==> config.mk <==
export PLATFORM = sky130hd
export DESIGN_NAME = fpage_rd_engine
export DESIGN_NICKNAME = d
export VERILOG_FILES = /design/src/rtl/fpr_pkg.sv /design/src/rtl/fpr_ctrl.sv /design/src/rtl/fpr_datapath.sv /design/src/rtl/fpage_rd_engine.sv
export SDC_FILE = /design/constraint.sdc
export NUM_CORES = 1
export LEC_CHECK = 0
export ABC_AREA = 1
export CAP_MARGIN = 15
export CORE_MARGIN = 5
export CORE_UTILIZATION = 58
export DETAILED_ROUTE_END_ITERATION = 8
export PLACE_DENSITY = 0.83
export SETUP_SLACK_MARGIN = 0.1
export SYNTH_ARGS = -nofsm -noshare
export SYNTH_HDL_FRONTEND = slang
export SYNTH_SLANG_ARGS = --single-unit
==> constraint.sdc <==
create_clock -name clk -period 2 [get_ports clk]
set_clock_uncertainty 0.1 [all_clocks]
set_input_delay 0.3 -clock clk [delete_from_list [all_inputs] [get_ports clk]]
set_output_delay 0.3 -clock clk [all_outputs]
set_load 0.02 [all_outputs]
==> src/rtl/fpr_pkg.sv <==
package fpr_pkg;
  localparam int COL_W  = 8;
  localparam int DATA_W = 16;

  typedef logic [COL_W-1:0]  col_t;
  typedef logic [DATA_W-1:0] word_t;

  // strobe from control to datapath: fetch one column this cycle
  typedef struct packed {
    logic issue;
    col_t col;
  } issue_strb_t;
endpackage

==> src/rtl/fpr_ctrl.sv <==
module fpr_ctrl #(
  parameter int TRAS_MAX = 20
) (
  input  logic                clk,
  input  logic                rstN,
  input  logic                cmdAct,
  input  logic                cmdRead,
  input  logic                cmdStop,
  input  logic                cmdPre,
  input  fpr_pkg::col_t       startCol,
  output fpr_pkg::issue_strb_t strb,
  output logic                rowOpen,
  output logic                rasLateErr
);
  import fpr_pkg::*;

  localparam int AGE_W = (TRAS_MAX > 2) ? $clog2(TRAS_MAX) : 1;
  localparam logic [AGE_W-1:0] AGE_LAST = AGE_W'(TRAS_MAX - 1);

  logic burstOn;
  col_t colPtr;
  logic [AGE_W-1:0] rowAge;

  // a read starts (or restarts) the walk; a stop ends it at this edge
  always_comb begin
    strb.issue = cmdRead | (burstOn & ~cmdStop);
    strb.col   = cmdRead ? startCol : colPtr;
  end

  // column walk: 8-bit counter, overflow gives the page wrap
  always_ff @(posedge clk or negedge rstN) begin
    if (!rstN) begin
      burstOn <= 1'b0;
      colPtr  <= '0;
    end else begin
      burstOn <= strb.issue;
      if (strb.issue) colPtr <= col_t'(strb.col + 1'b1);
    end
  end

  // row-active window timer
  always_ff @(posedge clk or negedge rstN) begin
    if (!rstN) begin
      rowOpen    <= 1'b0;
      rowAge     <= '0;
      rasLateErr <= 1'b0;
    end else if (cmdAct) begin
      rowOpen <= 1'b1;
      rowAge  <= '0;
    end else if (rowOpen) begin
      if (cmdPre) begin
        rowOpen <= 1'b0;
      end else if (rowAge == AGE_LAST) begin
        rasLateErr <= 1'b1;
        rowOpen    <= 1'b0;
      end else begin
        rowAge <= rowAge + 1'b1;
      end
    end
  end
endmodule

==> src/rtl/fpr_datapath.sv <==
module fpr_datapath #(
  parameter fpr_pkg::col_t SEED  = 8'hC3,
  parameter int            CL_LO = 2,
  parameter int            CL_HI = 3
) (
  input  logic                 clk,
  input  logic                 rstN,
  input  fpr_pkg::issue_strb_t strb,
  input  logic                 casLat3,
  output fpr_pkg::word_t       dataOut,
  output logic                 dataOutEn
);
  import fpr_pkg::*;

  localparam int DEPTH = CL_HI + 1;

  // page contents are a fixed pattern of the column index
  function automatic word_t pageWord(input col_t c);
    return {c ^ SEED, c};
  endfunction

  logic [DEPTH-1:0] vld;
  word_t            dat [DEPTH];

  always_ff @(posedge clk or negedge rstN) begin
    if (!rstN) begin
      vld[0] <= 1'b0;
      dat[0] <= '0;
    end else begin
      vld[0] <= strb.issue;
      dat[0] <= strb.issue ? pageWord(strb.col) : '0;
    end
  end

  for (genvar g = 1; g < DEPTH; g++) begin : g_stage
    always_ff @(posedge clk or negedge rstN) begin
      if (!rstN) begin
        vld[g] <= 1'b0;
        dat[g] <= '0;
      end else begin
        vld[g] <= vld[g-1];
        dat[g] <= dat[g-1];
      end
    end
  end

  // latency selects the tap; in-flight words drain after a stop
  always_comb begin
    if (casLat3) begin
      dataOutEn = vld[CL_HI];
      dataOut   = vld[CL_HI] ? dat[CL_HI] : '0;
    end else begin
      dataOutEn = vld[CL_LO];
      dataOut   = vld[CL_LO] ? dat[CL_LO] : '0;
    end
  end
endmodule

==> src/rtl/fpage_rd_engine.sv <==
module fpage_rd_engine #(
  parameter int            TRAS_MAX = 20,
  parameter fpr_pkg::col_t SEED     = 8'hC3,
  parameter int            CL_LO    = 2,
  parameter int            CL_HI    = 3
) (
  input  logic        clk,
  input  logic        rstN,
  input  logic        cmdAct,
  input  logic        cmdRead,
  input  logic        cmdStop,
  input  logic        cmdPre,
  input  logic [7:0]  startCol,
  input  logic        casLat3,
  output logic [15:0] dataOut,
  output logic        dataOutEn,
  output logic        rasLateErr
);
  import fpr_pkg::*;

  issue_strb_t strb;
  logic        rowOpen;

  fpr_ctrl #(.TRAS_MAX(TRAS_MAX)) ctrl_i (
    .clk(clk), .rstN(rstN),
    .cmdAct(cmdAct), .cmdRead(cmdRead), .cmdStop(cmdStop), .cmdPre(cmdPre),
    .startCol(startCol),
    .strb(strb), .rowOpen(rowOpen), .rasLateErr(rasLateErr)
  );

  fpr_datapath #(.SEED(SEED), .CL_LO(CL_LO), .CL_HI(CL_HI)) dp_i (
    .clk(clk), .rstN(rstN),
    .strb(strb), .casLat3(casLat3),
    .dataOut(dataOut), .dataOutEn(dataOutEn)
  );
endmodule

Word-level counts from Yosys, hierarchy flattened. Cells that the tools add are included.

Word-level logic and storage cells: 40. Input port bits: 15. Register bits after elaboration: 83. Output and inout port bits: 18.

Eq/ne operators: 3. Add/sub/neg operators: 2. Bitwise logic cells: 6. Reductions and logical operators: 3. Mux-type cells: 14.

Operator list (number): 16-bit 2-to-1 mux (4); 5-bit 2-to-1 mux (4); 8-bit by 1-bit adder with 8-bit output (second input constant) (1); 8-bit 2-to-1 mux (1); 5-bit by 1-bit adder with 5-bit output (second input constant) (1); 5-bit equality test (second input constant) (1); 1-bit 2-to-1 mux (5); 2-bit != test (second input constant) (2); 4-bit inverter (1); 4-bit AND reduction (1); 1-bit inverter (3); 3-bit AND reduction (1); 2-bit nonzero test (1); 1-bit AND (1); 1-bit bitwise OR (1).

Depth between registers and ports, before layout. Gate-level depths: netlist of the first run.

Depth in word-level cells: 5. Mapped depth: 10. Gate-level depth less buffers: 10.

Cells and area by module. From an unflattened synthesis of the first run, not the netlist that was laid out.

Cells, all modules: 244. Area total of the unflattened synthesis: 2608.8 µm².

Modules (own cells, without submodules): fpr_datapath (cells an instance 122, instances 1, area an instance 1624.1 µm², sequential area each 1301.2 µm²); fpr_ctrl (cells an instance 122, instances 1, area an instance 984.7 µm², sequential area each 400.4 µm²).

Worst setup path after synthesis of the first run. Ideal clock, no wire load.

Path type: register to output. From: reg dp_i.vld[2]. To: out dataOut[11]. Setup slack: 484 ps. Data required time: 1600 ps. Stages on the path, launching flop included: 5. Data arrival time: 1116 ps. Buffers on the path: 2. Cells stage by stage: dfrtp_1 -> buf_1 -> nand3_1 -> nand2_1 -> buf_4.

Word-level cells in the longest chain between the ends: 2.

RTL lines: start: declaration (RTL line fpr_datapath.sv:22) `logic [DEPTH-1:0] vld;`; start signal: indexed assignment (RTL line fpr_datapath.sv:41) `vld[g] <= vld[g-1];`; 16-bit 2-to-1 mux (RTL line fpr_datapath.sv:54) `dataOut = vld[CL_LO] ? dat[CL_LO] : '0;`; 16-bit 2-to-1 mux (RTL line fpr_datapath.sv:49) `if (casLat3) begin`; end: declaration (RTL line fpage_rd_engine.sv:15) `output logic [15:0] dataOut,`.

Every way passes these cells.

Final worst setup path of the first run.
From: reg dp_i.vld[2]. To: out dataOut[1].

Same word-level chain as after synthesis.

==> results of run 1 <==
critical path: stages (launching register included):
cell and delay [ns]:
dfrtp_2 0.43, buf_4 0.17, nand3_1 0.10, nand2_1 0.06
dlygate4sd2_1 0.31
power by group through the flow:
stage / Combinational, µW / Sequential, µW / Clock, µW
floorplan: 232 / 1570 / 0
global route: 447 / 1580 / 1130
detailed placement: 400 / 1600 / 0
finish: 395 / 1570 / 1020
CTS: 399 / 1570 / 1050
global placement: 387 / 1580 / 0
flip-flops by register name, summed over array words and instances (netlist names):
signal	cells
dp_i.dat	48
ctrl_i.rowAge	5
dp_i.vld	4
ctrl_i.rowOpen	1
ctrl_i.rasLateErr	1
ctrl_i.colPtr	8
cell families (layout without fill, tap and decap cells):
family,count (synthesis),in the layout
simple gates,128,128
flops,67,67
buf+inv,24,75
compound gates,13,13
xor+xnor,3,3
fa+ha+maj,2,2
cells in the mapped netlist:
| library cell | n | area share [%] |
|---|---|---|
| a21oi_1 | 4 | 0.80 |
| a21oi_2 | 1 | 0.35 |
| a31oi_1 | 1 | 0.25 |
| buf_1 | 1 | 0.15 |
| buf_2 | 2 | 0.40 |
| buf_4 | 4 | 1.2 |
| buf_6 | 2 | 0.91 |
| clkbuf_1 | 2 | 0.30 |
| dfrtp_1 | 67 | 67 |
| ha_1 | 2 | 1.0 |
| inv_1 | 12 | 1.8 |
| inv_2 | 1 | 0.15 |
| nand2_1 | 63 | 9.5 |
| nand2_2 | 6 | 1.5 |
| nand3_1 | 40 | 8.0 |
| nor2_1 | 15 | 2.3 |
| nor2_2 | 3 | 0.75 |
| nor2_4 | 1 | 0.45 |
| o21ai_0 | 5 | 1.0 |
| o21ai_2 | 1 | 0.35 |
| o21bai_1 | 1 | 0.30 |
| xor2_1 | 3 | 1.1 |
final cells by class:
type	count	area share [%]
clock buffers	11	4.51
well taps	50	2.00
inverters	13	1.56
clock inverters	3	1.28
repair buffers	48	15.1
multi-input cells	146	22.0
flip-flops and latches	67	53.6
final timing paths:
path                                   from  cells past startpoint          endpoint
setup reg to reg           ctrl_i.rowAge[0]                      6  ctrl_i.rowAge[4]
max in group asynchronous              rstN                      3       dp_i.vld[2]
hold / removal                 dp_i.dat[60]                      0      dp_i.dat[44]
min in group asynchronous              rstN                      3       dp_i.dat[9]
setup / recovery                dp_i.vld[2]                      4        dataOut[1]
hold reg to reg                dp_i.dat[60]                      0      dp_i.dat[44]
metrics by stage:
stage	instances	total power, µW	util (%)	cell area (µm²)
after floorplan	237	1800	-	2490
after global placement	319	1970	71.2	2910
after detailed placement	319	2000	71.2	2910
after CTS	338	3020	76.7	3130
after global routing	338	3160	76.7	3130
final	338	2980	76.7	3130
cells in the final DEF (no fill, tap or decap):
| cell | instances |
|---|---|
| dlygate4sd3_1 | 1 |
| ha_1 | 2 |
| dfrtp_2 | 2 |
| clkdlybuf4s15_2 | 5 |
| buf_12 | 3 |
| dlygate4sd2_1 | 7 |
| nand3_1 | 40 |
| clkinv_2 | 2 |
| buf_4 | 12 |
| a21oi_1 | 4 |
| clkdlybuf4s50_1 | 13 |
| nand2_2 | 6 |
| buf_2 | 1 |
| clkbuf_1 | 1 |
| clkdlybuf4s15_1 | 6 |
| clkbuf_8 | 10 |
| inv_1 | 12 |
| bufinv_16 | 1 |
| xor2_1 | 3 |
| nand2_1 | 63 |
| dfrtp_1 | 65 |
| a21oi_2 | 1 |
| a31oi_1 | 1 |
| o21ai_2 | 1 |
| nor2_1 | 15 |
| nor2_2 | 3 |
| nor2_4 | 1 |
| inv_2 | 1 |
| o21bai_1 | 1 |
| o21ai_0 | 5 |
repair_timing:
| action | in CTS | in global routing |
|---|---|---|
| hold endpoints to repair | 67 | 0 |
| buffers inserted | 4 | 0 |
| hold buffers | 1 | 0 |
| setup endpoints to repair | 17 | 0 |
| resized for setup | 36 | 0 |
metal layers:
layer | vias up | global-route usage (%)
met1 | 805 | 22.7
met3 | 11 | 6.46
li1 | 849 | -
met5 | - | 0
met4 | 0 | 9.51
met2 | 58 | 28.7
==> reports/summary.txt, run 1 <==
PD cells - 951 nW/µm²
final hold slack - 0.247 ns
syn_area_per_cell - 10.5 µm²
unrepaired setup endpoints after global routing - false
Ys Warns - 0
global-route wire length before repair - 7.58 mm
maxcap violations - 0
Setup WS post-layout - 0.211 ns
Top-Level Pins - 33
simple-gate portion of the synthesized area - 22.5%
Filler Cell Count - 268
startpoint types - flop
Peak Freq - 559 MHz
Detailed Routing Iterations Pass 1 - 4
initial antenna violation count - 0
# setup viols final - 0
Total GRT Usage - 18.4%
CTS Buf Count - 9
DR WL met3 - 296 µm
internal power - 2260 µW
final hold violations - 0
worst skew pair latency - 0.32 ns
# nets final - 302
reg2reg setup slack - 0.49 ns
multi-input logic area - 688 µm²
CP endpoint kind - output port
VDD IR max - 0.904 mV
Die Width - 75.5 µm
synthesized area - 2490 µm²
placer congestion estimate - 0.868
Via Count - 1723
die area - 5700 µm²
FP Rows - 23
pin count of the biggest net entering global routing - 68
Routed wire per std cell - 12.5 µm
Longest Clk Path Bufs - 2
Setup TNS - 0 ns
I/O Buffers - 32
FF+latch count, synth - 67
Seq/Total Area, Yosys - 67.4%
Hold WC Path Type - flop to flop
Critical Path RT - 1.60 ns
CTS clk-pin slew, worst paths - 0.07 ns
Switching Fraction - 24.2%
top sig layer - met4
Synth Area in Compound Gates - 3.07%
hpwl dp - 3.01 mm
H-tree depth - 3
Clock Tree Root - clkbuf_8
sequential cell area - 1680 µm²
vias per inst - 5.10
status - completed
CTS tree - yes
met2 wire length - 2.13 mm
Lkg Pwr - 0.00159 µW
Initial Util - 60.9%
crit path DAT - 1.39 ns
Area Growth Syn to Fin - 26.0%
Detail Route Antenna Nets - 0
Sequential Power Share - 52.5%
WL met1 - 1.74 mm
post-synthesis cell count - 237
final period utilization - 89.5%
ANT cells - 0
Overflow after GRT - 0
XOR/XNOR Fraction of Synth Area - 1.06%
critical-path maximum fanout - 6
post-synth cell types - 22
largest family of logic cells by synthesized area - simple AND/OR/NAND/NOR gates
DRT iter0 DRCs - 113
worst slack, placed - -0.216 ns
combinational share of power - 13.3%
multiplexer share of the synthesized area - 0%
total wire length - 4.24 mm
Adder-Cell Fraction of Synth Area - 1.01%
clk sinks - 67
Slew HR - 78.1%
share of post-route cells with drive strength above 1 - 17.0%
DRC - 0
min Tclk post-route - 1.79 ns
core area - 4090 µm²
Post-Syn Nets - 254
vias in the first global route - 1729
switching power of the nets - 722 µW
Clock Power Share - 34.2%
Slew @ Worst Pin - 0.329 ns
Final Max Slew Viols - 0
die height - 75.5 µm
crit path kind - flop to output port
(Power assumes the default switching activity.)
==> run 2, diff against run 1 <==
--- a/config.mk
+++ b/config.mk
@@ -6,12 +6,12 @@
 export NUM_CORES = 1
 export LEC_CHECK = 0
 export ABC_AREA = 1
-export CAP_MARGIN = 15
 export CORE_MARGIN = 5
 export CORE_UTILIZATION = 58
 export DETAILED_ROUTE_END_ITERATION = 8
 export PLACE_DENSITY = 0.83
 export SETUP_SLACK_MARGIN = 0.1
+export SLEW_MARGIN = 20
 export SYNTH_ARGS = -nofsm -noshare
 export SYNTH_HDL_FRONTEND = slang
 export SYNTH_SLANG_ARGS = --single-unit
==> results of run 2 <==
Same layout as run 1: the final DEF is identical, and so are final timing and power.
